`src/rtl/irq_bank_pkg.sv`:
```
package irq_bank_pkg;
    parameter int NLINK   = 8;
    parameter int EVT_W   = 5;
    parameter int OVF_W   = 13;
    parameter int NGRP    = 4;
    parameter int REG_W   = 8;
    localparam int LINK_AW = $clog2(NLINK);
    localparam int ADDR_W  = LINK_AW + 1;

    // status byte layout
    typedef struct packed {
        logic             grp_ovf;
        logic             grp_evt;
        logic [EVT_W-1:0] evt;
        logic             ovf;
    } stat_t;

    typedef enum logic {SEL_STAT = 1'b0, SEL_EN = 1'b1} sel_e;

    // bits that behave as sticky latches
    function automatic logic [REG_W-1:0] latch_mask(input bit ext);
        logic [REG_W-1:0] m;
        m = '0;
        m[EVT_W:1] = '1;
        m[REG_W-2] = ext;
        return m;
    endfunction

    // bits the enable register keeps
    function automatic logic [REG_W-1:0] en_mask(input bit ext);
        logic [REG_W-1:0] m;
        m = '0;
        m[EVT_W:0] = '1;
        m[REG_W-1:REG_W-2] = {ext, ext};
        return m;
    endfunction
endpackage

```
`src/rtl/link_stat_cell.sv`:
```
module link_stat_cell
    import irq_bank_pkg::*;
#(
    parameter bit EXT = 1'b0
) (
    input  logic             clk,
    input  logic             rst,
    input  logic [EVT_W-1:0] evt,
    input  logic [OVF_W-1:0] ovf,
    input  logic             grp_ovf_any,
    input  logic             grp_evt,
    input  logic             stat_wr,
    input  logic             en_wr,
    input  logic [REG_W-1:0] wdata,
    output stat_t            stat,
    output logic [REG_W-1:0] en
);
    localparam logic [REG_W-1:0] LMASK = latch_mask(EXT);
    localparam logic [REG_W-1:0] EMASK = en_mask(EXT);

    logic [REG_W-1:0] lat;
    logic [REG_W-1:0] set_v;
    logic [REG_W-1:0] clr_v;

    always_comb begin
        set_v = {1'b0, grp_evt & EXT, evt, 1'b0} & LMASK;
        clr_v = stat_wr ? (~wdata & LMASK) : '0;
    end

    always_ff @(posedge clk) begin
        if (rst) begin
            lat <= '0;
            en  <= '0;
        end else begin
            lat <= ((lat & ~clr_v) | set_v) & LMASK;
            if (en_wr) en <= wdata & EMASK;
        end
    end

    always_comb begin
        stat         = stat_t'(lat);
        stat.ovf     = |ovf;
        stat.grp_ovf = grp_ovf_any & EXT;
    end


    sticky_fall_chk: assert property (@(posedge clk) disable iff (rst)
        (($past(lat) & ~lat & ~$past(clr_v)) == '0));


    set_wins_chk: assert property (@(posedge clk) disable iff (rst)
        ((lat & $past(set_v)) == $past(set_v)));
endmodule

```
`src/rtl/irq_merge.sv`:
```
module irq_merge
    import irq_bank_pkg::*;
(
    input  logic                       clk,
    input  logic                       rst,
    input  logic [NLINK-1:0][REG_W-1:0] stat_all,
    input  logic [NLINK-1:0][REG_W-1:0] en_all,
    output logic                       irq
);
    logic [NLINK-1:0] hit;

    always_comb begin
        for (int i = 0; i < NLINK; i++) hit[i] = |(stat_all[i] & en_all[i]);
    end

    always_ff @(posedge clk) begin
        if (rst) irq <= 1'b0;
        else     irq <= |hit;
    end


    irq_rise_chk: assert property (@(posedge clk) disable iff (rst)
        (|hit) |=> irq);


    irq_quiet_chk: assert property (@(posedge clk) disable iff (rst)
        !(|hit) |=> !irq);
endmodule

```
`src/rtl/link_irq_bank.sv`:
```
module link_irq_bank
    import irq_bank_pkg::*;
(
    input  logic                     clk,
    input  logic                     rst,
    input  logic [NLINK*EVT_W-1:0]   evt_pulse,
    input  logic [NLINK*OVF_W-1:0]   ovf_lvl,
    input  logic [NGRP-1:0]          grp_ovf_lvl,
    input  logic                     grp_xfer_done,
    input  logic                     grp_frame_end,
    input  logic                     wr_en,
    input  logic                     rd_en,
    input  logic [ADDR_W-1:0]        addr,
    input  logic [REG_W-1:0]         wdata,
    output logic [REG_W-1:0]         rdata,
    output logic                     irq
);
    logic [NLINK-1:0][REG_W-1:0] stat_all;
    logic [NLINK-1:0][REG_W-1:0] en_all;
    sel_e                        sel;
    logic [LINK_AW-1:0]          lsel;

    assign sel  = sel_e'(addr[ADDR_W-1]);
    assign lsel = addr[LINK_AW-1:0];

    for (genvar i = 0; i < NLINK; i++) begin : g_link
        stat_t st;
        logic  wr_hit;
        assign wr_hit = wr_en && (lsel == LINK_AW'(i));
        link_stat_cell #(.EXT(i == 0)) u_cell (
            .clk         (clk),
            .rst         (rst),
            .evt         (evt_pulse[i*EVT_W +: EVT_W]),
            .ovf         (ovf_lvl[i*OVF_W +: OVF_W]),
            .grp_ovf_any (|grp_ovf_lvl),
            .grp_evt     (grp_xfer_done | grp_frame_end),
            .stat_wr     (wr_hit && sel == SEL_STAT),
            .en_wr       (wr_hit && sel == SEL_EN),
            .wdata       (wdata),
            .stat        (st),
            .en          (en_all[i])
        );
        assign stat_all[i] = REG_W'(st);
    end

    always_ff @(posedge clk) begin
        if (rst)        rdata <= '0;
        else if (rd_en) rdata <= (sel == SEL_EN) ? en_all[lsel] : stat_all[lsel];
    end

    irq_merge u_merge (
        .clk      (clk),
        .rst      (rst),
        .stat_all (stat_all),
        .en_all   (en_all),
        .irq      (irq)
    );


    rdata_hold_chk: assert property (@(posedge clk) disable iff (rst)
        !$past(rd_en) |-> $stable(rdata));
endmodule

```
`config.mk`:
```
export PLATFORM = sky130hd
export DESIGN_NAME = link_irq_bank
export DESIGN_NICKNAME = d
export VERILOG_FILES = /design/src/rtl/irq_bank_pkg.sv /design/src/rtl/link_stat_cell.sv /design/src/rtl/irq_merge.sv /design/src/rtl/link_irq_bank.sv
export SDC_FILE = /design/constraint.sdc
export NUM_CORES = 1
export LEC_CHECK = 0
export ABC_AREA = 1
export BUFFER_PORTS_ARGS = -buffer_cell sky130_fd_sc_hd__buf_2
export CAP_MARGIN = 25
export CELL_PAD_IN_SITES_DETAIL_PLACEMENT = 2
export CELL_PAD_IN_SITES_GLOBAL_PLACEMENT = 2
export CORE_MARGIN = 8
export CORE_UTILIZATION = 28
export DETAILED_ROUTE_END_ITERATION = 8
export PLACE_DENSITY = 0.86
export SLEW_MARGIN = 20
export SYNTH_ARGS = -nofsm -noshare
export SYNTH_HDL_FRONTEND = slang
export SYNTH_SLANG_ARGS = --single-unit
```
`constraint.sdc`:
```
create_clock -name clk -period 3 [get_ports clk]
set_input_delay 0 -clock clk [delete_from_list [all_inputs] [get_ports clk]]
set_output_delay 0 -clock clk [all_outputs]
set_load 0.02 [all_outputs]
```
# Word-level counts from Yosys, hierarchy flattened

Index checks and enable logic that the tools add are counted.
Widths: inputs -> output; s select.

Register bits after elaboration: 100
Input bits: 166
Output and inout port bits: 9
Logic and storage cells: 109

$lt $le $gt $ge: 1
Eq/ne operators: 7
Muxes and demuxes: 13
Bitwise gates (word level): 35
Reduce and logical (&&, ||, !) cells: 35

Operators with widths:

| operator           | number |
|---|---|
| $reduce_or 13->1   | 8 |
| $and 6x6->6        | 14 |
| $reduce_or 64->1   | 1 |
| $bmux 8 s3         | 2 |
| $mux 6             | 7 |
| $not 6->6          | 7 |
| $or 6x6->6         | 7 |
| $logic_and 1x1->1  | 24 |
| $mux 8             | 3 |
| $not 7->7          | 2 |
| $eq 3x3->1 const B | 4 |
| $and 8x8->8        | 1 |
| $and 7x7->7        | 1 |
| $mux 7             | 1 |
| $or 7x7->7         | 1 |
| $eq 3x2->1 const B | 2 |
| $lt 3x4->1 const B | 1 |
| $reduce_or 4->1    | 1 |
| $eq 3x1->1 const B | 1 |
| $logic_not 3->1    | 1 |
| $not 1->1          | 1 |
| $or 1x1->1         | 1 |

# Depth between registers and ports, before layout

Gate-level depths: netlist of the first run.

Depth in word-level cells: 7
Mapped depth: 10
Gate-level depth less buffers: 10

# Hierarchy

Synthesis of the first run repeated with hierarchy kept, for this count alone.

Cell total of the unflattened synthesis: 1142
Area, all modules: 6436.2 um^2

Modules (own cells, without submodules):

| module                                 | times used | cells each | area each (um^2) | sequential area each (um^2) |
|---|---|---|---|---|
| link_stat_cell at g_link[1].u_cell ... | 7          | 74         | 493.0            | 220.2 |
| link_irq_bank                          | 1          | 410        | 1890.6           | 160.2 |
| link_stat_cell at g_link[0].u_cell     | 1          | 85         | 594.3            | 280.3 |
| irq_merge                              | 1          | 129        | 500.5            | 20.0 |

# Least setup slack after synthesis of the first run

Ideal clock, no wire load.

Path kind: register -> register
From: register g_link[2].u_cell.lat[2]
To: register u_merge.irq
Arrival time: 937 ps
Slack: 1953 ps
Stages on the path, launching flop included: 11
Path buffers: 0
Path through: dfxtp_1 > nand2_1 > nand2_1 > nor2_1 > nand3_1 > nor3_1 > nand2_1 > nor2_1 > nand3_1 > nand2_1 > inv_1

Longest elaborated chain between the ends: 2

Ends and longest elaborated chain:

| item                     | RTL line             | RTL |
|---|---|---|
| start: declaration       | link_stat_cell.sv:21 | `logic [REG_W-1:0] lat;` |
| start signal: assignment | link_stat_cell.sv:35 | `lat <= ((lat & ~clr_v) \| set_v) & LMASK;` |
| $and 6x6->6              | irq_merge.sv:13      | `for (int i = 0; i < NLINK; i++) hit[i] = \|(stat_all[i] & en_all[i]);` |
| $reduce_or 64->1         | irq_merge.sv:18      | `else irq <= \|hit;` |
| end signal: assignment   | irq_merge.sv:18      |  |
| end: declaration         | irq_merge.sv:8       | `output logic irq` |

Every way passes these cells.
A chain may end at the register's enable or synchronous reset.

# Final worst setup path of the first run

From: input addr[1]
To: register g_link[0].u_cell.lat[6]

Longest elaborated chain between the ends: 7

Ends and longest elaborated chain:

| item                   | RTL line             | RTL |
|---|---|---|
| start: declaration     | link_irq_bank.sv:13  | `input logic [ADDR_W-1:0] addr,` |
| $logic_not 3->1        | link_irq_bank.sv:29  | `assign wr_hit = wr_en && (lsel == LINK_AW'(i));` |
| $logic_and 1x1->1      | link_irq_bank.sv:29  |  |
| $logic_and 1x1->1      | link_irq_bank.sv:37  | `.stat_wr (wr_hit && sel == SEL_STAT),` |
| $mux 7                 | link_stat_cell.sv:27 | `clr_v = stat_wr ? (~wdata & LMASK) : '0;` |
| $not 7->7              | link_stat_cell.sv:35 |  |
| $and 7x7->7            | link_stat_cell.sv:35 |  |
| $or 7x7->7             | link_stat_cell.sv:35 |  |
| end signal: assignment | link_stat_cell.sv:35 |  |
| end: declaration       | link_stat_cell.sv:21 |  |

Every way passes these cells.

==> results of run 1 <==
## worst paths after layout
check | endpoint | slack (ps) | cells past startpoint
worst max-delay path | g_link[0].u_cell.lat[6]$_SDFF_PP0_ | 710 | 7
worst max register to register | u_merge.irq$_SDFF_PP0_ | 1460 | 10
worst min-delay path | rdata[6]$_SDFFE_PP0P_ | 30 | 4
worst min register to register | rdata[7]$_SDFFE_PP0P_ | 470 | 2
## cell usage after synthesis, drive strengths merged
cell / instances
a21boi: 1
nor2: 100
a22oi: 21
clkbuf: 22
buf: 13
nor3: 3
o21ai: 65
dfxtp: 100
a21oi: 96
nand2: 198
inv: 81
nand3b: 1
nand4: 24
nor4: 1
o211ai: 4
nand3: 52
or2: 5
## per-stage QoR
| step | cell area (um^2) | instances | hold WS, ps | utilization [%] | setup slack (ps) |
|---|---|---|---|---|---|
| final | 6860 | 1223 | 30.8 | 38.5 | 713 |
| after global placement | 6120 | 1161 | 242 | 34.3 | 1090 |
| after global routing | 6860 | 1223 | 46.8 | 38.5 | 549 |
| after CTS | 6860 | 1223 | 20.2 | 38.5 | 755 |
| after floorplan | 5060 | 787 | 134 | - | 1950 |
| after detailed placement | 6120 | 1161 | 245 | 34.3 | 1020 |
## worst register-to-register path: cells and delay by family, from the launching register on
family / cells / cell delay, ps
DFF: 1 / 340
buffers and inverters: 1 / 50
and+or+nand+nor: 9 / 1070
## flip-flops by register name (all words and copies together), names as in the netlist
signal	cells
g_link.u_cell.en	50
g_link.u_cell.lat	41
rdata	8
u_merge.irq	1
## final cells by class
| type | count | area, um^2 | share of cell area (%) |
|---|---|---|---|
| Timing Repair Buffer | 226 | 1380 | 20.1 |
| Clock inverter | 4 | 23.8 | 0.346 |
| Clock buffer | 12 | 256 | 3.74 |
| Inverter | 81 | 304 | 4.43 |
| Multi-Input combinational cell | 571 | 2610 | 38.1 |
| Tap cell | 229 | 287 | 4.18 |
| Sequential cell | 100 | 2000 | 29.2 |
## cells in the final DEF (no fill, tap or decap)
master	netlist	final
clkbuf_1	22	1
nor3_1	3	3
dlygate4sd3_1	0	46
inv_1	81	81
nand4_1	24	24
o211ai_1	4	4
nand3b_1	1	1
buf_2	10	174
buf_4	0	6
a21boi_0	1	1
clkbuf_16	0	9
nand2_1	197	197
clkinv_4	0	1
a22oi_1	21	21
clkinv_2	0	3
nor2_2	2	2
o21ai_0	65	65
clkbuf_8	0	2
nand3_1	52	52
or2_2	5	5
nand2_2	1	1
a21oi_1	96	96
nor2_4	2	2
nor2_1	96	96
nor4_1	1	1
dfxtp_1	100	100
## routing by layer
layer / routed length (um) / vias to the layer above / GRT usage [%]
met2: 13300 / 242 / 42.0
met5: 0 / - / 0
met1: 10900 / 3091 / 27.8
met4: 490 / 0 / 7.10
li1: - / 2986 / -
met3: 1760 / 39 / 4.57
## power by group through the flow
| stage | clock, uW | combinational, uW | sequential (uW) |
|---|---|---|---|
| after floorplan | 0 | 213 | 1460 |
| after CTS | 1160 | 487 | 1440 |
| final | 1140 | 502 | 1450 |
| after detailed placement | 0 | 437 | 1470 |
| after global routing | 1210 | 550 | 1450 |
| after global placement | 0 | 420 | 1470 |
## cells by family after synthesis
kind of cell / after synthesis / synth area share [%]
compound gates: 187 / 19.8
buf+inv: 116 / 8.85
flops: 100 / 39.5
simple gates: 384 / 31.8
==> results by group, run 1 <==
Clock network
  • Clk_lat worst skew: 360 ps
  • H-tree levels: 3
  • Clock sink count: 100
  • Clock Path Buffers: 2
  • CTS Hold Bufs: 46
  • Post-CTS setup buffers: 0
  • Num CTS Buffers: 9
  • CTS Root Cell: clkbuf_16
  • Clk slew on worst S/H paths: 70 ps
  • Post-CTS resize count: 0
  • CTS tree: built

Placement
  • Number of port buffers: 174
  • GPL Wtd Cong: 0.873
  • Hpwl dp: 18200 um

Min path
  • Critical hold path startpoint: addr[0]
  • Hold WC Path Type: input pin to flop

Worst setup path
  • CP startpoint: addr[1]
  • Critical path class: input pin to flop
  • Slowest cell on crit path: dlygate4sd3_1
  • Worst setup EP type: flop
  • CP Buf/Inv Count: 3
  • CP startpoint kind: input pin
  • Crit-path max FO: 9
  • CP top delay family: buffers and inverters
  • Critical-path cell list: dlygate4sd3_1, buf_2, nor2_2, nand3_1, o21ai_0, a21oi_1, dlygate4sd3_1
  • Slowest stage delay, CP: 590 ps
  • Crit path DAT: 2540 ps
  • Critical Path RT: 3250 ps
  • Worst r2r src: g_link[4].u_cell.lat[2]$_SDFF_PP0_
  • CP dominant cell by count: dlygate4sd3_1

Detailed routing
  • # DRC: 0
  • WL per Instance: 21.6 um
  • DR vias: 6358
  • Total Wirelength: 26400 um
  • Initial DRC Count: 398
  • Final ANT Viol Nets: 0
  • DRT Pass-1 Iters: 6
  • Drt via density: 5.20

Pwr
  • Combinational share of power: 16.2%
  • Pint: 2200 uW
  • Sw frac: 28.8%
  • Lkg Pwr: 0.00305 uW
  • Flop pwr share: 46.8%
  • Clock power frac: 37.0%
  • Power Total: 3090 uW
  • PD cells: 451 mW/mm^2
  • Switch Pwr: 892 uW
  • Worst VDD drop: 0.264 mV

STA
  • Fin crit period: 2290 ps
  • Fin. Hold Viols: 0
  • Accumulated negative setup slack: 0 ps
  • Pins Over Slew Limit: 0
  • Slew @ Worst Pin: 911 ps
  • Fmax: 437 MHz
  • Worst slew margin: 39.2%
  • RSZ-0062 raised after global routing: no
  • Crit share post-route: 76.2%
  • Final Skew: 7.06 ps
  • Setup violators final: 0

Yosys
  • Post-Syn Area per Cell: 6.43 um^2
  • Area fraction of the dominant cell type after synthesis: 39.5%
  • Count of different cell masters after synthesis: 21
  • Synth Register Bits: 100
  • Top cells by area, synth: dfxtp_1 (40%), nand2_1 (15%), a21oi_1 (9.5%), nor2_1 (7.1%), o21ai_0 (6.4%)
  • Mapped cell area: 0.00506 mm^2
  • Yosys warns: 0
  • Seq/Total Area, Yosys: 39.5%
  • Largest area contributor in the netlist: dfxtp_1
  • Post-synthesis net count: 953
  • Post-Syn Instances: 787

GRT
  • Initial antenna violation count: 0
  • Vias in the first global route: 7083
  • First-pass GRT wire length: 40600 um
  • Total grt overflow: 0
  • All-layer global routing usage: 23.5%
  • Largest net degree at the start of global routing: 77

Floorplanning
  • I/O pins: 175
  • Initial core utilization: 28.4%
  • Number of placement rows: 49
  • Die width: 150 um
  • Die Y: 150 um
  • Die ar.: 0.0226 mm^2
  • Core area: 0.0178 mm^2

Final layout
  • Net count, final: 1155
  • Area grow syn2layout: 35.5%
  • Layout cells sized above 1: 20.6%
  • Antenna cells: 0
  • Fillers: 2163

Outcome
  • Status: complete, no violations

Flow run
  • # Max-Cap Violations: 0
Power figures use the tool's default switching activity.
==> run 2: changes to the inputs <==
CORE_UTILIZATION = 26   (was 28)
PLACE_DENSITY = 0.81   (was 0.86)
clock period = 2.2 ns   (was 3 ns; I/O delays follow)
==> run 2 against run 1 <==
Count of clock-buffer cells in the layout stayed put. Critical path depth increased by 2. Worst hold slack got worse by 8.2 ps. Sequential power rose by 37%. Power grew 36%. Non-clock buffer count is 7 higher. Design area rose by 1.4%. Register-to-register slack worse by 720 ps. Critical endpoint unchanged. Die area is 6.9% higher.
==> results by group, run 2 (synthesis gave the netlist of run 1 again) <==
Outcome
  • Status: complete, no violations

STA
  • Setup violators final: 0 (unchanged)
  • Fin. Hold Viols: 0 (unchanged)
  • Worst slew margin: 38.0% (-1.2 points)
  • RSZ-0062 raised after global routing: no
  • Slew @ Worst Pin: 928 ps (+17.7 ps)
  • Fin crit period: 1910 ps
  • Pins Over Slew Limit: 0 (unchanged)
  • Accumulated negative setup slack: 0 ps (unchanged)
  • Crit share post-route: 86.8%
  • Final Skew: 9.45 ps (+2.39 ps)
  • Fmax: 523 MHz

Flow run
  • # Max-Cap Violations: 0 (unchanged)

Final layout
  • Layout cells sized above 1: 21.2% (+0.56 points)
  • Antenna cells: 0 (unchanged)
  • Net count, final: 1162 (+0.61%)
  • Area grow syn2layout: 37.5%
  • Max reg flops: 50 (unchanged)
  • Commonest cells after routing, fill and taps aside: nand2_1 (197), buf_2 (174), dfxtp_1 (100)
  • Finished Core Util: 36.1% (-2.3 points)
  • Leading cell type in the layout, fill and taps excluded: nand2_1
  • Reg with most FFs: g_link.u_cell.en
  • Biggest regs: g_link.u_cell.en (50), g_link.u_cell.lat (41), rdata (8)

Pwr
  • Clock power frac: 36.9% (about the same)
  • Switch Pwr: 1200 uW (+35%)
  • Pint: 3010 uW (+37%)
  • Lkg Pwr: 0.00309 uW (+1.1%)
  • Flop pwr share: 47.0% (+0.2 points)
  • Combinational share of power: 16.1% (about the same)
  • Sw frac: 28.5% (-0.31 points)
  • PD cells: 605 mW/mm^2 (+34%)
  • Worst VDD drop: 0.375 mV (+42%)

GRT
  • Vias in the first global route: 7237 (+2.2%)
  • Initial antenna violation count: 0 (unchanged)
  • Largest net degree at the start of global routing: 77 (unchanged)
  • Total grt overflow: 0 (unchanged)
  • All-layer global routing usage: 21.9% (-1.6 points)
  • First-pass GRT wire length: 41200 um (+1.5%)

Detailed routing
  • # DRC: 0 (unchanged)
  • Final ANT Viol Nets: 0 (unchanged)
  • DRT Pass-1 Iters: 7 (+1)
  • Drt via density: 5.06 (-2.8%)
  • WL per Instance: 20.9 um (-3.5%)
  • DR vias: 6400 (+0.66%)
  • Initial DRC Count: 370 (-7.0%)
  • Total Wirelength: 26400 um (about the same)

Min path
  • Hold WC Path Type: input pin to flop

Floorplanning
  • Die ar.: 0.0242 mm^2 (+6.9%)
  • Die width: 156 um (+3.4%)
  • Number of placement rows: 51 (+4.1%)
  • Initial core utilization: 26.3% (-2.1 points)
  • I/O pins: 175 (unchanged)
  • Core area: 0.0193 mm^2 (+8.0%)
  • Die Y: 156 um (+3.4%)

Clock network
  • Clock sink count: 100 (unchanged)
  • Clock Path Buffers: 2 (unchanged)
  • Num CTS Buffers: 9 (unchanged)
  • Clk_lat worst skew: 360 ps (about the same)
  • Post-CTS resize count: 0 (unchanged)
  • CTS tree: built
  • Clk slew on worst S/H paths: 70 ps (about the same)
  • H-tree levels: 3 (unchanged)
  • CTS Root Cell: clkbuf_16
  • Post-CTS setup buffers: 0 (unchanged)
  • CTS Hold Bufs: 46 (unchanged)

Worst setup path
  • Worst setup EP type: flop
  • Crit path DAT: 2160 ps (-380 ps)
  • CP startpoint kind: input pin
  • Crit-path max FO: 10 (+1)
  • Critical Path RT: 2450 ps (-800 ps)
  • Critical path class: input pin to flop

Placement
  • Number of port buffers: 174 (unchanged)
  • GPL Wtd Cong: 0.862 (-1.3%)
  • Hpwl dp: 18800 um (+3.0%)
==> run 2: final timing paths <==
kind	startpoint	slack [ps]	endpoint	cells after the start
min reg2reg	rdata[7]$_SDFFE_PP0P_	470	rdata[7]$_SDFFE_PP0P_	2
max reg2reg	g_link[2].u_cell.lat[3]$_SDFF_PP0_	740	u_merge.irq$_SDFF_PP0_	10
max	addr[1]	290	g_link[0].u_cell.lat[6]$_SDFF_PP0_	9
min	wdata[0]	20	g_link[5].u_cell.en[0]$_SDFFE_PP0P_	3
==> run 2: final cells by class <==
class                      count  area, um^2
clock buffer                  12         256
clock inverter                 4        23.8
fill                        2395       12300
inverter                      81         304
multi-input combinational    571        2610
sequential                   100        2000
tap                          265         332
timing repair buffer         233        1430
==> run 2: stage by stage <==
step                      setup slack, ps  instance area, um^2  total power [uW]  instances  hold slack [ps]
final                                 289                 6960              4210       1266             22.7
after detailed placement              544                 6220              2610       1204              247
after floorplan                      1150                 5060              2280        787              134
after CTS                             307                 6960              4210       1266             9.53
after global placement                567                 6220              2590       1204              242
after global routing                  184                 6960              4380       1266             17.7
==> run 2: power by group through the flow <==
| stage | Combinational [uW] | Clock (uW) | Sequential, uW |
|---|---|---|---|
| 2_1_floorplan | 290 | 0 | 1990 |
| 3_3_place_gp | 574 | 0 | 2010 |
| 3_5_place_dp | 594 | 0 | 2020 |
| 4_1_cts | 661 | 1570 | 1980 |
| 5_1_grt | 748 | 1650 | 1990 |
| 6_report | 679 | 1550 | 1980 |
==> run 2: critical path: stages <==
cell           delay, ps
dlygate4sd3_1        540
buf_2                150
nor2_2               100
buf_4                220
nand3_1               90
buf_4                210
o21ai_0              160
a21oi_1               80
dlygate4sd3_1        590
==> run 2: layer usage <==
| layer | global-route usage (%) | up-vias | routed length (um) |
|---|---|---|---|
| li1 | - | 2995 | - |
| met2 | 40.1 | 210 | 13500 |
| met3 | 3.52 | 37 | 1130 |
| met4 | 6.52 | 0 | 481 |
| met1 | 25.8 | 3158 | 11300 |
| met5 | 0 | - | 0 |
